$ cat src/rtl/flash_init_pkg.sv
package flash_init_pkg;

  typedef enum logic [1:0] {
    LANE_X1  = 2'd0,
    LANE_X2  = 2'd1,
    LANE_X4  = 2'd2,
    LANE_RSV = 2'd3
  } lane_e;

  typedef struct packed {
    logic [7:0] cmd_c;
    logic [7:0] cmd_b;
    logic [7:0] cmd_a;
    logic [2:0] spare;
    logic       poll;
    logic [1:0] cnt;
    lane_e      lane;
  } cfg_t;

  typedef enum logic [2:0] {
    S_IDLE    = 3'd0,
    S_SETUP   = 3'd1,
    S_XFER    = 3'd2,
    S_GAP     = 3'd3,
    S_POLL_OP = 3'd4,
    S_POLL_RD = 3'd5,
    S_FIN     = 3'd6
  } seq_state_e;

  localparam logic [7:0] STATUS_OPCODE = 8'h05;

endpackage

$ cat src/rtl/fis_shift.sv
module fis_shift
  import flash_init_pkg::*;
#(
  parameter int HALF_DIV = 2
) (
  input  logic       clk,
  input  logic       rst_n,
  input  logic       go,
  input  logic [7:0] tx_byte,
  input  lane_e      lanes,
  input  logic       drive,
  input  logic       sdi,
  output logic       sck,
  output logic [3:0] sdo,
  output logic [3:0] sdo_en,
  output logic       fin,
  output logic [7:0] rx_byte
);

  localparam int HCW = $clog2(HALF_DIV + 1);
  localparam logic [HCW-1:0] HC_TOP = HCW'(HALF_DIV - 1);

  logic [7:0]     sr_q, sr_d;
  logic [7:0]     rx_q, rx_d;
  lane_e          lanes_q, lanes_d;
  logic           drv_q, drv_d;
  logic [HCW-1:0] hc_q, hc_d;
  logic [3:0]     left_q, left_d;
  logic           sck_q, sck_d;
  logic           act_q, act_d;
  logic           fin_q, fin_d;

  logic [2:0] step;
  logic [3:0] clocks_per_byte;
  logic [3:0] lane_mask;

  always_comb begin
    unique case (lanes_q)
      LANE_X2: begin step = 3'd2; lane_mask = 4'b0011; end
      LANE_X4: begin step = 3'd4; lane_mask = 4'b1111; end
      default: begin step = 3'd1; lane_mask = 4'b0001; end
    endcase
  end

  always_comb begin
    unique case (lanes)
      LANE_X2: clocks_per_byte = 4'd4;
      LANE_X4: clocks_per_byte = 4'd2;
      default: clocks_per_byte = 4'd8;
    endcase
  end

  always_comb begin
    sr_d    = sr_q;
    rx_d    = rx_q;
    lanes_d = lanes_q;
    drv_d   = drv_q;
    hc_d    = hc_q;
    left_d  = left_q;
    sck_d   = sck_q;
    act_d   = act_q;
    fin_d   = 1'b0;
    if (go) begin
      sr_d    = tx_byte;
      rx_d    = 8'h00;
      lanes_d = lanes;
      drv_d   = drive;
      hc_d    = HC_TOP;
      left_d  = clocks_per_byte;
      sck_d   = 1'b0;
      act_d   = 1'b1;
    end else if (act_q) begin
      if (hc_q == '0) begin
        hc_d  = HC_TOP;
        sck_d = ~sck_q;
        if (!sck_q) begin
          rx_d   = {rx_q[6:0], sdi};
          left_d = left_q - 4'd1;
        end else if (left_q == 4'd0) begin
          act_d = 1'b0;
          fin_d = 1'b1;
        end else begin
          sr_d = sr_q << step;
        end
      end else begin
        hc_d = hc_q - HCW'(1);
      end
    end
  end

  always_ff @(posedge clk or negedge rst_n) begin
    if (!rst_n) begin
      sr_q    <= '0;
      rx_q    <= '0;
      lanes_q <= LANE_X1;
      drv_q   <= 1'b0;
      hc_q    <= '0;
      left_q  <= '0;
      sck_q   <= 1'b0;
      act_q   <= 1'b0;
      fin_q   <= 1'b0;
    end else begin
      sr_q    <= sr_d;
      rx_q    <= rx_d;
      lanes_q <= lanes_d;
      drv_q   <= drv_d;
      hc_q    <= hc_d;
      left_q  <= left_d;
      sck_q   <= sck_d;
      act_q   <= act_d;
      fin_q   <= fin_d;
    end
  end

  always_comb begin
    unique case (lanes_q)
      LANE_X2: sdo = {2'b00, sr_q[7:6]};
      LANE_X4: sdo = sr_q[7:4];
      default: sdo = {3'b000, sr_q[7]};
    endcase
  end

  assign sdo_en  = (act_q && drv_q) ? lane_mask : 4'b0000;
  assign sck     = sck_q;
  assign fin     = fin_q;
  assign rx_byte = rx_q;

  // lanes hold their value across every rising serial clock edge
  p_mode0_hold_r8: assert property (@(posedge clk) disable iff (!rst_n)
    $rose(sck_q) |-> $stable(sdo));

  // an idle shifter leaves the clock low and drives no lane
  p_idle_quiet_r8: assert property (@(posedge clk) disable iff (!rst_n)
    !act_q |-> (!sck_q && sdo_en == 4'b0000));

  // a byte ends only after a falling edge, with the shifter idle
  p_fin_after_fall_r3: assert property (@(posedge clk) disable iff (!rst_n)
    fin_q |-> (!sck_q && !act_q && $past(sck_q)));

endmodule

$ cat src/rtl/fis_ctrl.sv
module fis_ctrl
  import flash_init_pkg::*;
#(
  parameter int GAP_CYC = 2
) (
  input  logic        clk,
  input  logic        rst_n,
  input  logic        start,
  input  logic [31:0] cfg_word,
  input  logic        fin,
  input  logic [7:0]  rx_byte,
  output logic        go,
  output logic [7:0]  tx_byte,
  output lane_e       lanes,
  output logic        drive,
  output logic        cs_n,
  output logic        busy,
  output logic        done,
  output logic        err
);

  localparam int GCW = $clog2(GAP_CYC + 1);
  localparam logic [GCW-1:0] GAP_LAST = GCW'(GAP_CYC - 1);

  seq_state_e     st_q, st_d;
  cfg_t           cfg_q, cfg_d;
  cfg_t           cfg_in;
  logic [1:0]     idx_q, idx_d;
  logic           ph_q, ph_d;
  logic [GCW-1:0] gap_q, gap_d;
  logic           more_cmds;
  logic [7:0]     cmd_sel;

  assign cfg_in    = cfg_t'(cfg_word);
  assign more_cmds = ({1'b0, idx_q} + 3'd1) < {1'b0, cfg_q.cnt};

  always_comb begin
    st_d  = st_q;
    cfg_d = cfg_q;
    idx_d = idx_q;
    ph_d  = ph_q;
    gap_d = gap_q;
    unique case (st_q)
      S_IDLE: begin
        if (start) begin
          cfg_d = cfg_in;
          idx_d = 2'd0;
          ph_d  = 1'b0;
          if (cfg_in.lane == LANE_RSV) begin
            st_d = S_FIN;
          end else if (cfg_in.cnt != 2'd0) begin
            st_d = S_SETUP;
          end else if (cfg_in.poll) begin
            ph_d = 1'b1;
            st_d = S_SETUP;
          end else begin
            st_d = S_FIN;
          end
        end
      end
      S_SETUP: st_d = ph_q ? S_POLL_OP : S_XFER;
      S_XFER: begin
        if (fin) begin
          gap_d = '0;
          if (more_cmds) begin
            idx_d = idx_q + 2'd1;
            st_d  = S_GAP;
          end else if (cfg_q.poll) begin
            ph_d = 1'b1;
            st_d = S_GAP;
          end else begin
            st_d = S_FIN;
          end
        end
      end
      S_GAP: begin
        if (gap_q == GAP_LAST) st_d = S_SETUP;
        else                   gap_d = gap_q + GCW'(1);
      end
      S_POLL_OP: if (fin) st_d = S_POLL_RD;
      S_POLL_RD: if (fin && !rx_byte[0]) st_d = S_FIN;
      S_FIN:     st_d = S_IDLE;
      default:   st_d = S_IDLE;
    endcase
  end

  always_ff @(posedge clk or negedge rst_n) begin
    if (!rst_n) begin
      st_q  <= S_IDLE;
      cfg_q <= '0;
      idx_q <= '0;
      ph_q  <= 1'b0;
      gap_q <= '0;
    end else begin
      st_q  <= st_d;
      cfg_q <= cfg_d;
      idx_q <= idx_d;
      ph_q  <= ph_d;
      gap_q <= gap_d;
    end
  end

  always_comb begin
    unique case (idx_q)
      2'd0:    cmd_sel = cfg_q.cmd_a;
      2'd1:    cmd_sel = cfg_q.cmd_b;
      default: cmd_sel = cfg_q.cmd_c;
    endcase
  end

  assign go = (st_q == S_SETUP)
            | ((st_q == S_POLL_OP) && fin)
            | ((st_q == S_POLL_RD) && fin && rx_byte[0]);

  assign tx_byte = ph_q ? ((st_q == S_SETUP) ? STATUS_OPCODE : 8'h00) : cmd_sel;
  assign lanes   = ph_q ? LANE_X1 : cfg_q.lane;
  assign drive   = (st_q == S_SETUP);
  assign cs_n    = !((st_q == S_SETUP) || (st_q == S_XFER) ||
                     (st_q == S_POLL_OP) || (st_q == S_POLL_RD));
  assign busy    = (st_q != S_IDLE);
  assign done    = (st_q == S_FIN);
  assign err     = done && (cfg_q.lane == LANE_RSV);

  // done never lasts two cycles
  p_done_pulse_r9: assert property (@(posedge clk) disable iff (!rst_n)
    done |=> !done);

  // an error is only reported together with done
  p_err_with_done_r4: assert property (@(posedge clk) disable iff (!rst_n)
    err |-> done);

  // a start during a run leaves the captured configuration alone
  p_start_ignored_r10: assert property (@(posedge clk) disable iff (!rst_n)
    (busy && start) |=> $stable(cfg_q));

  // chip select stays high for at least two cycles once released
  p_cs_gap_r7: assert property (@(posedge clk) disable iff (!rst_n)
    $rose(cs_n) |=> cs_n);

  // a command transfer never passes the programmed count
  p_idx_bound_r2: assert property (@(posedge clk) disable iff (!rst_n)
    (st_q == S_XFER) |-> ({1'b0, idx_q} < {1'b0, cfg_q.cnt}));

endmodule

$ cat src/rtl/flash_init_seq.sv
module flash_init_seq
  import flash_init_pkg::*;
#(
  parameter int HALF_DIV = 2,
  parameter int GAP_CYC  = 2
) (
  input  logic        clk,
  input  logic        rst_n,
  input  logic        start,
  input  logic [31:0] cfg_word,
  input  logic [3:0]  io_in,
  output logic        cs_n,
  output logic        sck,
  output logic [3:0]  io_out,
  output logic [3:0]  io_oe,
  output logic        busy,
  output logic        done,
  output logic        err
);

  logic       rst_meta, rst_sync;
  logic       go, drive, fin;
  logic [7:0] tx_byte, rx_byte;
  lane_e      lanes;

  always_ff @(posedge clk or negedge rst_n) begin
    if (!rst_n) begin
      rst_meta <= 1'b0;
      rst_sync <= 1'b0;
    end else begin
      rst_meta <= 1'b1;
      rst_sync <= rst_meta;
    end
  end

  fis_ctrl #(.GAP_CYC(GAP_CYC)) u_ctrl (
    .clk      (clk),
    .rst_n    (rst_sync),
    .start    (start),
    .cfg_word (cfg_word),
    .fin      (fin),
    .rx_byte  (rx_byte),
    .go       (go),
    .tx_byte  (tx_byte),
    .lanes    (lanes),
    .drive    (drive),
    .cs_n     (cs_n),
    .busy     (busy),
    .done     (done),
    .err      (err)
  );

  fis_shift #(.HALF_DIV(HALF_DIV)) u_shift (
    .clk     (clk),
    .rst_n   (rst_sync),
    .go      (go),
    .tx_byte (tx_byte),
    .lanes   (lanes),
    .drive   (drive),
    .sdi     (io_in[1]),
    .sck     (sck),
    .sdo     (io_out),
    .sdo_en  (io_oe),
    .fin     (fin),
    .rx_byte (rx_byte)
  );

  // the serial clock rests low outside a transaction
  p_sck_idle_r8: assert property (@(posedge clk) disable iff (!rst_sync)
    cs_n |-> !sck);

  // no lane is driven while chip select is high
  p_no_drive_idle_r5: assert property (@(posedge clk) disable iff (!rst_sync)
    cs_n |-> (io_oe == 4'b0000));

endmodule

$ cat config.mk
export PLATFORM = sky130hd
export DESIGN_NAME = flash_init_seq
export DESIGN_NICKNAME = d
export VERILOG_FILES = /design/src/rtl/flash_init_pkg.sv /design/src/rtl/fis_shift.sv /design/src/rtl/fis_ctrl.sv /design/src/rtl/flash_init_seq.sv
export SDC_FILE = /design/constraint.sdc
export NUM_CORES = 1
export LEC_CHECK = 0
export BUFFER_PORTS_ARGS = -buffer_cell sky130_fd_sc_hd__buf_2
export CORE_MARGIN = 1.5
export CORE_UTILIZATION = 45
export DETAILED_ROUTE_END_ITERATION = 16
export MAX_ROUTING_LAYER = met4
export PLACE_DENSITY = 0.68
export SYNTH_ARGS = -nofsm -noshare
export SYNTH_HDL_FRONTEND = slang
export SYNTH_SLANG_ARGS = --single-unit
$ cat constraint.sdc
create_clock -name clk -period 1.9 [get_ports clk]
set_input_delay 0.38 -clock clk [delete_from_list [all_inputs] [get_ports clk]]
set_output_delay 0.38 -clock clk [all_outputs]
set_load 0.05 [all_outputs]
# [Word-level counts from Yosys, hierarchy flattened]
# Index checks and enable logic that the tools add are counted.
[totals] regBits=60 output_inout_bits=13
[op_classes] n_addsub=5 eq_ne=25 shifts=1 n_mux=65 reduce_logical=30 n_bitwise=3 order_cmp=1
[ops] op="$mux W8" count=6
[ops] op="$mux W3" count=12
[ops] op="$mux W1" count=24
[ops] op="$pmux W4 S2" count=3
[ops] op="$mux W4" count=5
[ops] op="$mux W2" count=9
[ops] op="$pmux W3 S6" count=1
[ops] op="$pmux W8 S2" count=1
[ops] op="$ne A2 B2 Y1 const B" count=7
[ops] op="$reduce_bool A2 Y1" count=6
[ops] op="$reduce_and A5 Y1" count=2
[ops] op="$eq A3 B3 Y1 const B" count=3
[ops] op="$eq A2 B1 Y1 const B" count=4
[ops] op="$eq A2 B2 Y1 const B" count=4
[ops] op="$ne A2 B1 Y1 const B" count=4
[ops] op="$pmux W2 S2" count=2
[ops] op="$reduce_and A4 Y1" count=2
[ops] op="$shl A8 B3 Y8" count=1
[ops] op="$eq A3 B2 Y1 const B" count=2
[ops] op="$logic_and A1 B1 Y1" count=6
[ops] op="$pmux W3 S2" count=1
[ops] op="$reduce_and A3 Y1" count=2
[ops] op="$add A2 B1 Y2 const B" count=2
[ops] op="$logic_not A2 Y1" count=2
[ops] op="other kinds (14)" count=19

# [Logic depth before layout (Yosys ltp)]
[depth] ltp_word=8 depth_mapped=8

# [By module]
# Synthesis repeated with hierarchy kept, for this count alone.
[hier_totals] hier_cells=350 hier_area_um2=3636.0
[by_module_without_submodules] mod="fis_ctrl" cells_per_inst=180 seq_area_each_um2=925.9 n_inst=1 area_each_um2=1958.1
[by_module_without_submodules] mod="fis_shift" cells_per_inst=167 seq_area_each_um2=700.7 n_inst=1 area_each_um2=1624.1
[by_module_without_submodules] mod="flash_init_seq" cells_per_inst=3 seq_area_each_um2=50.0 n_inst=1 area_each_um2=53.8

# [Least setup slack after synthesis]
# No wires, ideal clock.
[synth_path] path_kind="register to output" from="reg u_shift.lanes_q[0]" to="out io_out[0]" stages_incl_launch_ff=5 required_ps=1520 setup_slack_ps=-516 path_buffers=1 arrival_ps=2036 path_cell_list="dfrtp_1 > inv_1 > ha_1 > buf_2 > o21ai_0"
[synth_between] elab_chain_cells=2 elab_cells_between_ends=3 cone_classes="eq/ne: 2; mux: 1"
[synth_rtl] element="start, declared" line="fis_shift.sv:25" source="lane_e lanes_q, lanes_d;"
[synth_rtl] element="start signal, assigned" line="fis_shift.sv:105" source="lanes_q <= lanes_d;"
[synth_rtl] element="$eq A2 B2 Y1 or $eq A2 B1 Y1 (tied branches)" line="fis_shift.sv:116" source="unique case (lanes_q)"
[synth_rtl] element="$pmux W4 S2 (*)" line="fis_shift.sv:116"
[synth_rtl] element="end, declared" line="flash_init_seq.sv:14" source="output logic [3:0] io_out,"
# Every way passes the cells marked *; elsewhere a longest branch is shown, timed or not.

# [Worst setup path after layout]
# Ends and elaborated chain as after synthesis.

==> metrics.txt <==
# TYPE chip_impl_metric gauge
chip_impl_info{name="cts_root_buffer",value="sky130_fd_sc_hd__clkbuf_8"} 1
chip_impl_metric{name="synth.lib_cells_used.distinct",unit=""} 68
chip_impl_metric{name="power.share.combinational",unit=""} 0.567
chip_impl_metric{name="nNetsFinal",unit=""} 455
chip_impl_metric{name="synth.yosys.seq_area_share",unit=""} 0.4270
chip_impl_metric{name="finalHoldWorstSlack",unit="ns"} 0.1626
chip_impl_info{name="critical_path.endpoint_type",value="output port"} 1
chip_impl_info{name="crit_start",value="u_shift.lanes_q[0]"} 1
chip_impl_metric{name="initial_antenna_violation_count",unit=""} 0
chip_impl_metric{name="cellLeakagePower",unit="nW"} 1.966
chip_impl_metric{name="cell_internal_power",unit="mW"} 5.243
chip_impl_info{name="startpoint_type",value="register"} 1
chip_impl_metric{name="multi_input_comb_area",unit="um2"} 1902
chip_impl_metric{name="cts_sinks",unit=""} 60
chip_impl_metric{name="gp_routability_congestion",unit=""} 0.9030
chip_impl_info{name="synth.area.top_cells",value="sky130_fd_sc_hd__dfrtp_1, sky130_fd_sc_hd__mux2_2, sky130_fd_sc_hd__ha_1, sky130_fd_sc_hd__a21oi_1, sky130_fd_sc_hd__o21ai_0"} 1
chip_impl_metric{name="average_detailed_routed_wire_length_per_instance",unit="um"} 15.63
chip_impl_metric{name="post_synth_inst_count",unit=""} 327
chip_impl_metric{name="slew_viol_final",unit=""} 0
chip_impl_metric{name="synth_largest_type_area_fraction",unit=""} 0.4270
chip_impl_metric{name="pin_count_of_the_biggest_net_entering_global_routing",unit=""} 47
chip_impl_metric{name="largest_driver_fanout_on_the_critical_path",unit=""} 3
chip_impl_metric{name="via_count",unit=""} 2774
chip_impl_metric{name="grt_pass1_vias",unit=""} 2703
chip_impl_metric{name="timing.clock.skew",unit="ns"} 0.007832
chip_impl_metric{name="firstDrtPassIters",unit=""} 4
chip_impl_info{name="crit-reg2reg-launch",value="u_shift.lanes_q[1]"} 1
chip_impl_metric{name="register_area",unit="um2"} 1509
chip_impl_metric{name="vertical_die_dimension",unit="um"} 91.39
chip_impl_info{name="timing.hold.worst.class",value="register to asynchronous set/reset pin"} 1
chip_impl_metric{name="pwr-share-clk",unit=""} 0.161
chip_impl_metric{name="cts-buffers-inserted",unit=""} 9
chip_impl_metric{name="period_needed",unit="ns"} 1.898
chip_impl_metric{name="groute.usage.overall",unit=""} 0.2093
chip_impl_info{name="status",value="finished clean"} 1
chip_impl_info{name="worstSetupPathType",value="register to output port"} 1
chip_impl_metric{name="detail_route.drc_violations",unit=""} 0
chip_impl_metric{name="ioPinCount",unit=""} 52
chip_impl_metric{name="syn_avg_cell_area",unit="um2"} 10.75
chip_impl_metric{name="swShare",unit=""} 0.4114
chip_impl_metric{name="finalHoldViolations",unit=""} 0
chip_impl_info{name="rsz0062_at_grt",value="true"} 1
chip_impl_metric{name="gr_met2_demand_resource",unit=""} 0.3159
chip_impl_metric{name="placement.cell_area",unit="um2"} 4010
chip_impl_metric{name="post_route_cells_drive_above_1_share",unit=""} 0.4059
chip_impl_metric{name="grt.overflow.total",unit=""} 0
chip_impl_metric{name="synth-edff-count",unit=""} 0
chip_impl_metric{name="total_wire_length",unit="mm"} 7.989
chip_impl_metric{name="min_period_over_period",unit=""} 0.9988
chip_impl_metric{name="yosysWarnings",unit=""} 0
chip_impl_metric{name="route.antenna.remaining_nets",unit=""} 0
chip_impl_metric{name="p_sw",unit="mW"} 3.665
chip_impl_metric{name="async_reset_ff_frac",unit=""} 1.000
chip_impl_metric{name="setup_viol",unit=""} 0
chip_impl_metric{name="coreArea",unit="um2"} 7647
chip_impl_metric{name="vias_per_cell",unit=""} 5.429
chip_impl_metric{name="power.sequential.fraction",unit=""} 0.272
chip_impl_info{name="synth.largest_area_cell",value="sky130_fd_sc_hd__dfrtp_1"} 1
chip_impl_metric{name="die_area",unit="um2"} 8352
chip_impl_metric{name="h-tree-depth",unit=""} 3
chip_impl_metric{name="max-cap-violations",unit=""} 0
chip_impl_metric{name="vdd.ir_drop.worst",unit="mV"} 0.8963
chip_impl_metric{name="power.density",unit="nW/um2"} 1996
chip_impl_metric{name="rows",unit=""} 32
chip_impl_metric{name="mappedNetlistArea",unit="um2"} 3516
chip_impl_info{name="cts_tree",value="done"} 1
chip_impl_metric{name="clk_latency",unit="ns"} 0.34
chip_impl_metric{name="grt_pass1_wl",unit="mm"} 13.30
chip_impl_metric{name="die-width",unit="um"} 91.39
chip_impl_metric{name="fmaxAchievable",unit="MHz"} 526.9
chip_impl_metric{name="grt_util_met3",unit=""} 0.03434
chip_impl_metric{name="insertedDiodeCount",unit=""} 0
chip_impl_metric{name="port_buffers",unit=""} 45
chip_impl_metric{name="finish.instance_area",unit="um2"} 4463
chip_impl_metric{name="drt_iter0_drc",unit=""} 91
chip_impl_info{name="top_usage_layer",value="met2"} 1
chip_impl_info{name="ys.flop_type",value="sky130_fd_sc_hd__dfrtp_1"} 1
chip_impl_metric{name="synth.net_count",unit=""} 378
chip_impl_metric{name="cp_data_required_time",unit="ns"} 1.52
chip_impl_metric{name="yosys_register_bits",unit=""} 60
chip_impl_metric{name="met1_usage",unit=""} 0.2827
chip_impl_metric{name="worst-endpoint-arrival",unit="ns"} 1.52
chip_impl_metric{name="area_growth_syn_to_layout",unit="%"} 26.94
chip_impl_metric{name="clk_pin_slew",unit="ns"} 0.07
chip_impl_metric{name="start_util",unit=""} 0.4598
chip_impl_metric{name="number_of_filler_cells_placed_in_the_layout",unit=""} 640
chip_impl_metric{name="dp_hpwl",unit="mm"} 5.516
chip_impl_metric{name="clock_path_buffers",unit=""} 2
-- cell families after synthesis --
| family | after synthesis | share of synthesized area |
|---|---|---|
| mux | 44 | 0.1495 |
| fa+ha+maj | 12 | 0.04484 |
| other cells | 1 | 0.001067 |
| simple gates | 88 | 0.1545 |
| xor+xnor | 4 | 0.009966 |
| compound gates | 83 | 0.1609 |
| flops | 60 | 0.4270 |
| buf+inv | 35 | 0.05231 |
-- power groups by stage --
stage	Combinational (mW)	Sequential, mW	Clock [mW]
CTS	4.86	2.43	1.46
finish	5.05	2.43	1.43
detailed placement	4.53	2.43	0
global route	5.53	2.50	1.51
global placement	4.44	2.40	0
floorplan	3.42	2.31	0
-- layer usage --
metal,vias to the layer above,part of all wire
met3,15,0.035
met1,1351,0.48
li1,1343,-
met2,65,0.47
met4,0,0.017
met5,-,0
-- repair_timing --
action                                 in CTS  in global routing
setup endpoints to repair                   6                 15
gates resized for setup                    24                 17
endpoints found under the hold margin       2                  0
pin swaps                                   4                  4
hold buffers                                1                  0
buffers inserted                            5                  5
-- per-stage QoR --
step,total power [mW],worst slack (ns),TNS [ns],util,std cells
5_1_grt,9.545,-0.05269,-0.2578,0.5836,511
4_1_cts,8.749,-0.03717,-0.07157,0.5736,506
3_3_place_gp,6.844,0.03453,0,0.5244,484
2_1_floorplan,5.733,0.01427,0,-,327
6_report,8.908,0.002250,0,0.5836,511
3_5_place_dp,6.959,-0.006243,-0.006243,0.5244,484
-- state kept, by name, summed over array words and instances (netlist names) --
register         cells
u_shift.rx_byte      1
u_ctrl.st_q          3
u_ctrl.idx_q         2
u_ctrl.cfg_q        29
u_shift.drv_q        1
rst_sync             1
u_shift.sck          1
u_shift.sr_q         8
u_ctrl.ph_q          1
u_shift.hc_q         2
u_shift.lanes_q      2
rst_meta             1
u_ctrl.gap_q         2
u_shift.left_q       4
u_shift.fin          1
u_shift.act_q        1
-- critical path, stage by stage, from the launching register on --
cell and delay, ns:
sky130_fd_sc_hd__dfrtp_1 0.40, sky130_fd_sc_hd__buf_4 0.14, sky130_fd_sc_hd__ha_4 0.15, sky130_fd_sc_hd__buf_4 0.14
sky130_fd_sc_hd__a22oi_2 0.13, sky130_fd_sc_hd__o21ai_2 0.07, sky130_fd_sc_hd__buf_6 0.15
-- layout make-up --
type | count | area share
multi-input cells | 232 | 0.4261
flip-flops and latches | 60 | 0.3381
repair buffers | 83 | 0.1357
well taps | 102 | 0.02860
clock buffers | 9 | 0.02775
clock inverters | 7 | 0.02747
inverters | 18 | 0.01626
-- layout by cell type (no fill, tap or decap), types with 3 or more instances in the layout --
| cell | n |
|---|---|
| sky130_fd_sc_hd__dfrtp_1 | 54 |
| sky130_fd_sc_hd__buf_2 | 38 |
| sky130_fd_sc_hd__buf_4 | 31 |
| sky130_fd_sc_hd__mux2_2 | 30 |
| sky130_fd_sc_hd__nand2_1 | 20 |
| sky130_fd_sc_hd__a21oi_1 | 19 |
| sky130_fd_sc_hd__o21ai_0 | 16 |
| sky130_fd_sc_hd__inv_1 | 15 |
| sky130_fd_sc_hd__nor2_1 | 12 |
| sky130_fd_sc_hd__ha_1 | 9 |
| sky130_fd_sc_hd__clkbuf_8 | 9 |
| sky130_fd_sc_hd__nand2b_1 | 7 |
| sky130_fd_sc_hd__mux2i_1 | 6 |
| sky130_fd_sc_hd__a22oi_1 | 6 |
| sky130_fd_sc_hd__a22o_1 | 6 |
| sky130_fd_sc_hd__buf_6 | 6 |
| sky130_fd_sc_hd__dfrtp_2 | 6 |
| sky130_fd_sc_hd__nor3_1 | 5 |
| sky130_fd_sc_hd__a2bb2oi_1 | 5 |
| sky130_fd_sc_hd__and2_1 | 4 |
| sky130_fd_sc_hd__nand3_1 | 4 |
| sky130_fd_sc_hd__o2bb2ai_1 | 4 |
| sky130_fd_sc_hd__or3_1 | 3 |
| sky130_fd_sc_hd__mux2_1 | 3 |
| sky130_fd_sc_hd__xnor2_1 | 3 |
| sky130_fd_sc_hd__nor2b_1 | 3 |
| sky130_fd_sc_hd__mux4_2 | 3 |
| sky130_fd_sc_hd__o21ai_1 | 3 |
| sky130_fd_sc_hd__o211ai_1 | 3 |
| sky130_fd_sc_hd__bufinv_16 | 3 |
| sky130_fd_sc_hd__buf_12 | 3 |
-- final timing paths --
path                       depth (start not counted)  slack [ns]            endpoint
max                                                6       0.002           io_out[0]
min                                                0        0.16    u_ctrl.cfg_q[12]
max reg2reg                                        6        0.01     u_shift.sr_q[5]
min reg2reg                                        0        0.16    u_ctrl.cfg_q[12]
max in group asynchronous                          1        1.18  u_shift.lanes_q[1]
min in group clk                                   2        0.25     u_ctrl.cfg_q[9]
-- Yosys cell counts, types with 6 or more instances --
library cell / instances
sky130_fd_sc_hd__inv_1: 18
sky130_fd_sc_hd__nand2_1: 21
sky130_fd_sc_hd__a21oi_1: 19
sky130_fd_sc_hd__mux2i_1: 6
sky130_fd_sc_hd__mux2_2: 31
sky130_fd_sc_hd__a22o_1: 6
sky130_fd_sc_hd__nand2b_1: 7
sky130_fd_sc_hd__nor2_1: 13
sky130_fd_sc_hd__buf_2: 6
sky130_fd_sc_hd__dfrtp_1: 60
sky130_fd_sc_hd__ha_1: 11
sky130_fd_sc_hd__o21ai_0: 17
sky130_fd_sc_hd__a22oi_1: 8
Note: power is estimated with default switching activity, not from simulation.
